===== config.mk =====
export PLATFORM = sky130hd
export DESIGN_NAME = prot_seq
export DESIGN_NICKNAME = d
export VERILOG_FILES = /design/src/rtl/prot_seq_pkg.sv /design/src/rtl/prot_rst_sync.sv /design/src/rtl/prot_cause_latch.sv /design/src/rtl/prot_step_timer.sv /design/src/rtl/prot_release_fsm.sv /design/src/rtl/prot_seq.sv
export SDC_FILE = /design/constraint.sdc
export NUM_CORES = 1
export LEC_CHECK = 0
export BUFFER_PORTS_ARGS = -buffer_cell sky130_fd_sc_hd__buf_2
export CAP_MARGIN = 15
export CELL_PAD_IN_SITES_DETAIL_PLACEMENT = 1
export CELL_PAD_IN_SITES_GLOBAL_PLACEMENT = 2
export CORE_MARGIN = 5
export CORE_UTILIZATION = 33
export CTS_CLUSTER_DIAMETER = 60
export DETAILED_ROUTE_END_ITERATION = 16
export GPL_ROUTABILITY_DRIVEN = 1
export PLACE_DENSITY = 0.77
export SLEW_MARGIN = 20
export SYNTH_ARGS = -nofsm -noshare
export SYNTH_HDL_FRONTEND = slang
export SYNTH_HIERARCHICAL = 1
export SYNTH_SLANG_ARGS = --single-unit

===== constraint.sdc =====
create_clock -name clk -period 1.47 [get_ports clk]
set_clock_uncertainty 0.2 [all_clocks]
set_input_delay 0.294 -clock clk [delete_from_list [all_inputs] [get_ports clk]]
set_output_delay 0.294 -clock clk [all_outputs]
set_load 0.005 [all_outputs]

===== src/rtl/prot_seq_pkg.sv =====
package prot_seq_pkg;

  // release steps, ordered so that later steps compare greater
  typedef enum logic [2:0] {
    ST_PROT  = 3'd0,
    ST_DISCH = 3'd1,
    ST_HDRV  = 3'd2,
    ST_BDRV  = 3'd3,
    ST_VOUT  = 3'd4,
    ST_RUN   = 3'd5
  } rel_state_e;

  localparam int unsigned N_CAUSE = 4;
  localparam int unsigned CZ_LOW  = 0;
  localparam int unsigned CZ_DIP  = 1;
  localparam int unsigned CZ_XRAY = 2;
  localparam int unsigned CZ_PLL  = 3;

  // per-cause recovery rule: bit set = condition required
  localparam logic [N_CAUSE-1:0] NEED_RELOAD = 4'b0111;
  localparam logic [N_CAUSE-1:0] NEED_SOFT   = 4'b0101;

  // reset behaves as a latched low-supply cause
  localparam logic [N_CAUSE-1:0] CAUSE_AT_RESET = 4'b0001;

endpackage


===== src/rtl/prot_rst_sync.sv =====
module prot_rst_sync #(
  parameter int unsigned STAGES = 2
) (
  input  logic clk,
  input  logic rst_n,
  output logic rst_sync_n
);

  logic [STAGES-1:0] sync_q;

  always_ff @(posedge clk or negedge rst_n) begin
    if (!rst_n) sync_q <= '0;
    else        sync_q <= {sync_q[STAGES-2:0], 1'b1};
  end

  assign rst_sync_n = sync_q[STAGES-1];

endmodule


===== src/rtl/prot_cause_latch.sv =====
module prot_cause_latch
  import prot_seq_pkg::*;
(
  input  logic               clk,
  input  logic               rst_n,
  input  logic [N_CAUSE-1:0] flt,
  input  logic               soft_start,
  input  logic               reloaded,
  output logic               any_cause_d
);

  logic [N_CAUSE-1:0] cause_q, cause_d, clr;
  logic               rld_seen_q, rld_seen_d;
  logic               any_flt, recovering;

  assign any_flt = |flt;

  // each cause applies its own recovery rule
  for (genvar i = 0; i < N_CAUSE; i++) begin : g_cause
    assign clr[i]     = !flt[i]
                        && (!NEED_RELOAD[i] || rld_seen_q)
                        && (!NEED_SOFT[i]   || soft_start);
    assign cause_d[i] = flt[i] || (cause_q[i] && !clr[i]);
  end

  assign recovering  = (|cause_q) && !(|cause_d);
  assign any_cause_d = |cause_d;

  always_comb begin
    rld_seen_d = rld_seen_q;
    if (any_flt || recovering) rld_seen_d = 1'b0;
    else if (reloaded)         rld_seen_d = 1'b1;
  end

  always_ff @(posedge clk or negedge rst_n) begin
    if (!rst_n) begin
      cause_q    <= CAUSE_AT_RESET;
      rld_seen_q <= 1'b0;
    end else begin
      cause_q    <= cause_d;
      rld_seen_q <= rld_seen_d;
    end
  end

endmodule


===== src/rtl/prot_step_timer.sv =====
module prot_step_timer #(
  parameter int unsigned DLY_W = 8
) (
  input  logic             clk,
  input  logic             rst_n,
  input  logic             clr,
  input  logic [DLY_W-1:0] dly,
  output logic             done
);

  localparam int unsigned CW = DLY_W + 1;

  logic [CW-1:0] cnt_q, cnt_d, cnt_inc;
  logic          cnt_en;

  assign cnt_inc = cnt_q + CW'(1);
  // dwell is max(dly,1) cycles
  assign done    = cnt_inc >= {1'b0, dly};
  assign cnt_en  = clr || !done;
  assign cnt_d   = clr ? '0 : cnt_inc;

  always_ff @(posedge clk or negedge rst_n) begin
    if (!rst_n)      cnt_q <= '0;
    else if (cnt_en) cnt_q <= cnt_d;
  end

endmodule


===== src/rtl/prot_release_fsm.sv =====
module prot_release_fsm
  import prot_seq_pkg::*;
(
  input  logic       clk,
  input  logic       rst_n,
  input  logic       any_cause_d,
  input  logic       step_done,
  output rel_state_e state_q,
  output logic       tmr_clr,
  output logic       hdrv_oe,
  output logic       bdrv_oe,
  output logic       vout_oe,
  output logic       unlock_oe,
  output logic       blank_on,
  output logic       dischg_on
);

  rel_state_e state_d;

  always_comb begin
    state_d = state_q;
    if (any_cause_d) begin
      state_d = ST_PROT;
    end else begin
      case (state_q)
        ST_PROT:  state_d = ST_DISCH;
        ST_DISCH: if (step_done) state_d = ST_HDRV;
        ST_HDRV:  if (step_done) state_d = ST_BDRV;
        ST_BDRV:  if (step_done) state_d = ST_VOUT;
        ST_VOUT:  if (step_done) state_d = ST_RUN;
        ST_RUN:   state_d = ST_RUN;
        default:  state_d = ST_PROT;
      endcase
    end
  end

  assign tmr_clr = (state_d != state_q);

  always_ff @(posedge clk or negedge rst_n) begin
    if (!rst_n) state_q <= ST_PROT;
    else        state_q <= state_d;
  end

  assign dischg_on = (state_q == ST_PROT);
  assign blank_on  = (state_q != ST_RUN);
  assign hdrv_oe   = (state_q >= ST_HDRV);
  assign bdrv_oe   = (state_q >= ST_BDRV);
  assign vout_oe   = (state_q >= ST_VOUT);
  assign unlock_oe = (state_q == ST_RUN);

endmodule


===== src/rtl/prot_seq.sv =====
module prot_seq
  import prot_seq_pkg::*;
#(
  parameter int unsigned DLY_W = 8
) (
  input  logic             clk,
  input  logic             rst_n,
  input  logic             flt_supply_low,
  input  logic             flt_supply_dip,
  input  logic             flt_xray,
  input  logic             flt_pll_gnd,
  input  logic             i2c_soft_start,
  input  logic             regs_reloaded,
  input  logic [DLY_W-1:0] cfg_blank_hold,
  input  logic [DLY_W-1:0] cfg_step_dly,
  output logic             hdrv_oe,
  output logic             bdrv_oe,
  output logic             vout_oe,
  output logic             unlock_oe,
  output logic             blank_on,
  output logic             dischg_on
);

  logic               rst_i_n;
  logic [N_CAUSE-1:0] flt;
  logic               any_cause_d;
  logic               step_done, tmr_clr;
  logic [DLY_W-1:0]   cur_dly;
  rel_state_e         state_q;

  always_comb begin
    flt          = '0;
    flt[CZ_LOW]  = flt_supply_low;
    flt[CZ_DIP]  = flt_supply_dip;
    flt[CZ_XRAY] = flt_xray;
    flt[CZ_PLL]  = flt_pll_gnd;
  end

  prot_rst_sync #(.STAGES(2)) u_rst (
    .clk        (clk),
    .rst_n      (rst_n),
    .rst_sync_n (rst_i_n)
  );

  prot_cause_latch u_cause (
    .clk         (clk),
    .rst_n       (rst_i_n),
    .flt         (flt),
    .soft_start  (i2c_soft_start),
    .reloaded    (regs_reloaded),
    .any_cause_d (any_cause_d)
  );

  assign cur_dly = (state_q == ST_DISCH) ? cfg_blank_hold : cfg_step_dly;

  prot_step_timer #(.DLY_W(DLY_W)) u_tmr (
    .clk   (clk),
    .rst_n (rst_i_n),
    .clr   (tmr_clr),
    .dly   (cur_dly),
    .done  (step_done)
  );

  prot_release_fsm u_fsm (
    .clk         (clk),
    .rst_n       (rst_i_n),
    .any_cause_d (any_cause_d),
    .step_done   (step_done),
    .state_q     (state_q),
    .tmr_clr     (tmr_clr),
    .hdrv_oe     (hdrv_oe),
    .bdrv_oe     (bdrv_oe),
    .vout_oe     (vout_oe),
    .unlock_oe   (unlock_oe),
    .blank_on    (blank_on),
    .dischg_on   (dischg_on)
  );

endmodule


==> impl_metrics.py <==
metrics = {
    "synthesis": {
        "syn_area_um2": 1408,
        "ys_ff_latch": 19,
        "synth_top_cell_by_area": "dfrtp_1",
        "syn-num-nets": 178,
        "synth_async_sr_flop_share_pct": 100.0,
        "synth_area_leaders": "dfrtp_1, mux2_2, ha_1",
        "synth_top_area_share_pct": 32.00,
        "ys_types": 46,
        "synthSimpleGateAreaFrac_pct": 21.33,
        "synth-adder-area-share_pct": 8.800,
        "ys_warn_count": 6,
        "syn_inst": 145,
        "yosysSeqAreaShare_pct": 33.87,
        "synth-compound-area-share_pct": 13.33,
        "synth_edf_count": 0,
        "synth_ff_type": "dfrtp_1",
        "avgSynthCellArea_um2": 9.708,
        "synth_xor_area_share_pct": 4.356,
        "synth_mux_area_share_pct": 12.18,
        "synth_top_family_by_area": "simple AND/OR/NAND/NOR gates",
    },
    "power_and_ir_drop": {
        "p_per_area_nw_per_um2": 1537,
        "leakagePower_nw": 1.011,
        "total_power_mw": 3.426,
        "ir_worst_vdd_mv": 0.6821,
    },
    "job": {
        "drv_cap": 0,
    },
    "floorplanning": {
        "start_util_pct": 34.69,
        "rows": 23,
        "core-area_um2": 4058,
        "die_w_um": 75.31,
        "top_level_ports": 30,
        "dieArea_um2": 5672,
        "die_y_um": 75.31,
    },
    "drt": {
        "drt_wl_total_um": 4504,
        "wl_per_cell_um": 16.56,
        "num_vias": 1382,
        "drt_iter0_drc": 39,
        "viasPerCell": 5.081,
        "drtPass1Iterations": 4,
        "postRouteAntennaNets": 0,
        "drc": 0,
    },
    "clock_tree": {
        "cts_max_path_buffers": 2,
        "path_clk_slew_ns": 0.08,
        "insertion_delay_ns": 0.27,
        "clock_sinks": 19,
        "cts_root_buf": "clkbuf_8",
        "cts.htree.levels": 1,
        "tritoncts": "done",
        "cts_buffers": 3,
    },
    "sta": {
        "slew_viol_final": 0,
        "setup_ws_ns": -1.882,
        "fin_setup_tns_ns": -23.09,
        "period_share_pct": 228.0,
        "setup_viol": 19,
        "rsz0062_at_grt": "yes",
        "max_freq_mhz": 298.4,
        "fin_crit_ns": 3.352,
        "holdWs_ns": 0.0001521,
        "hold_viol": 0,
    },
    "final_layout": {
        "fill_cells": 447,
        "drive_above_1_share_pct": 60.36,
        "nets": 256,
        "area_growth_pct": 58.40,
        "design_area_um2": 2230,
        "diodes": 0,
    },
    "setup_path": {
        "rr_endpoint": "u_tmr/cnt_q[4]$_DFFE_PN0P_",
        "path_common_cell": "inv_2",
        "r2r_slack_ns": -1.88,
        "crit_fanout": 8,
        "critical_path.cell_chain": "nor3b_4 -> buf_12 -> mux2_4 -> inv_2 -> ha_4 -> and4_4 -> nor2b_4 -> o221a_4 -> nor2_4 -> inv_2 -> inv_2 -> maj3_2 -> a21oi_4 -> nor2b_1 -> mux2_4",
        "slowest_stage": "dfrtp_1",
        "reg2regPathDepth": 15,
        "cp.required_ns": 1.42,
        "slowest_delay_ns": 0.41,
        "crit_path_end_kind": "register",
        "crit_type": "reg2reg",
        "reg2reg_from": "u_fsm/state_q[1]$_DFF_PN0_",
        "cp.arrival_ns": 3.31,
        "worstSetupStartpointType": "register",
    },
    "global_route": {
        "grt_first_pass_wirelength_um": 7210,
        "grt_pass1_vias": 1552,
        "antenna_found_initial": 0,
        "grt_start_max_net_pins": 18,
        "grt.total_usage_pct": 17.10,
        "overflow": 0,
    },
    "place": {
        "port_buffers": 29,
        "globalplace.congestion": 0.8256,
        "dp.final_hpwl_um": 3410,
        "placed_cell_area_um2": 1979,
    },
    "worst_hold_path": {
        "hold_class": "reg2async",
    },
    "run_status": {
        "violations": "setup timing",
        "status": "finished, violations left",
    },
}
==> worst max-delay path by stage <==
| stage | startpoint | slack, ns | end | depth (start not counted) |
|---|---|---|---|---|
| finish | u_fsm/state_q[1]$_DFF_PN0_ | -1.88 | u_tmr/cnt_q[4]$_DFFE_PN0P_ | 15 |
| global route | u_fsm/state_q[1]$_DFF_PN0_ | -2.01 | u_tmr/cnt_q[4]$_DFFE_PN0P_ | 15 |
| CTS | u_fsm/state_q[2]$_DFF_PN0_ | -1.83 | u_tmr/cnt_q[4]$_DFFE_PN0P_ | 15 |
| detailed placement | u_fsm/state_q[1]$_DFF_PN0_ | -1.89 | u_tmr/cnt_q[4]$_DFFE_PN0P_ | 15 |
| global placement | u_fsm/state_q[1]$_DFF_PN0_ | -1.77 | u_tmr/cnt_q[3]$_DFFE_PN0P_ | 15 |
| floorplan | u_fsm/state_q[0]$_DFF_PN0_ | -1.97 | u_tmr/cnt_q[2]$_DFFE_PN0P_ | 15 |
==> metal layers <==
layer	global-route usage, %	part of all wire, %	routed length [um]
met1	18.52	39	1754
met2	32.41	57	2554
met3	3.694	2.5	111
met4	6.019	1.8	83
met5	0	0	0
==> synthesized netlist by cell type, types with 2 or more instances <==
cell type,count
nor2b_1,6
and4_1,2
buf_6,2
o31ai_1,2
nand2b_1,3
o21a_1,2
a21o_2,2
nor4_1,2
a21o_1,2
xnor2_1,4
nor3b_1,2
nand3_1,3
dfrtp_1,18
clkbuf_1,3
o21ai_0,2
nor3_1,5
ha_1,9
nor2_1,12
nand2_1,6
xor2_1,3
mux2_2,13
a21oi_1,5
or4_1,2
inv_1,13
==> cell families (layout without fill, tap and decap cells) <==
group | after synthesis | in the layout
simple gates | 50 | 50
compound gates | 25 | 26
flops | 19 | 19
buf+inv | 18 | 94
mux | 15 | 15
fa+ha+maj | 10 | 10
xor+xnor | 7 | 7
other cells | 1 | 1
==> cell usage in the layout (no fill, tap or decap), drive strengths merged, types with 3 or more instances in the layout <==
cell type and instances:
nor2b 6, ha 9, xor2 3, a21oi 7, nor3b 3, nor2 12
nand3 3, buf 75, nand2b 3, nand2 6, o21ai 3, dfrtp 18
xnor2 4, inv 13, nor3 5, mux2 14, clkbuf 4, a21o 4
nor4 3
==> power breakdown <==
group	total, mW	switching (mW)	leakage [nW]	internal [mW]
clock network	0.380	0.187	0.0228	0.194
logic	2.27	1.02	0.764	1.26
registers	0.772	0.127	0.225	0.645
total	3.43	1.33	1.01	2.09
==> final cells by class <==
class	count	area, um2	share of cell area (%)
repair buffers	77	534.3	23.96
flip-flops and latches	19	476.7	21.38
clock buffers	4	45.04	2.020
inverters	13	48.80	2.189
multi-input cells	109	1062	47.64
well taps	50	62.56	2.806
==> worst max-delay path: cells and delay by family (launching register included) <==
family                   cells  cell delay (ns)
multiplexers                 2             0.58
adder cells (fa/ha/maj)      2             0.50
AO/OA/AOI/OAI                2             0.49
flip-flops                   1             0.41
AND/OR/NAND/NOR              5             0.71
buffers and inverters        4             0.34
==> registers in the layout, summed over array words and instances (netlist names) <==
signal              cells
u_tmr/cnt_q             9
u_cause/cause_q         4
u_fsm/state_q           3
u_rst/sync_q            2
u_cause/rld_seen_q      1
==> what timing repair did <==
item / 4_1_cts / 5_1_grt
hold buffers: 2 / 0
setup endpoints to repair: 19 / 19
buffers inserted: 2 / 3
hold endpoints to repair: 3 / 0
pin swaps: 5 / 13
gates cloned: 1 / 0
resized for setup: 9 / 23
==> metrics by stage <==
| step | utilization (%) | setup slack, ns | instances |
|---|---|---|---|
| floorplan | - | -1.967 | 145 |
| global placement | 48.78 | -1.772 | 261 |
| detailed placement | 48.78 | -1.893 | 261 |
| CTS | 51.99 | -1.832 | 270 |
| global route | 54.95 | -2.010 | 272 |
| finish | 54.95 | -1.882 | 272 |
Power figures use the tool's default switching activity.
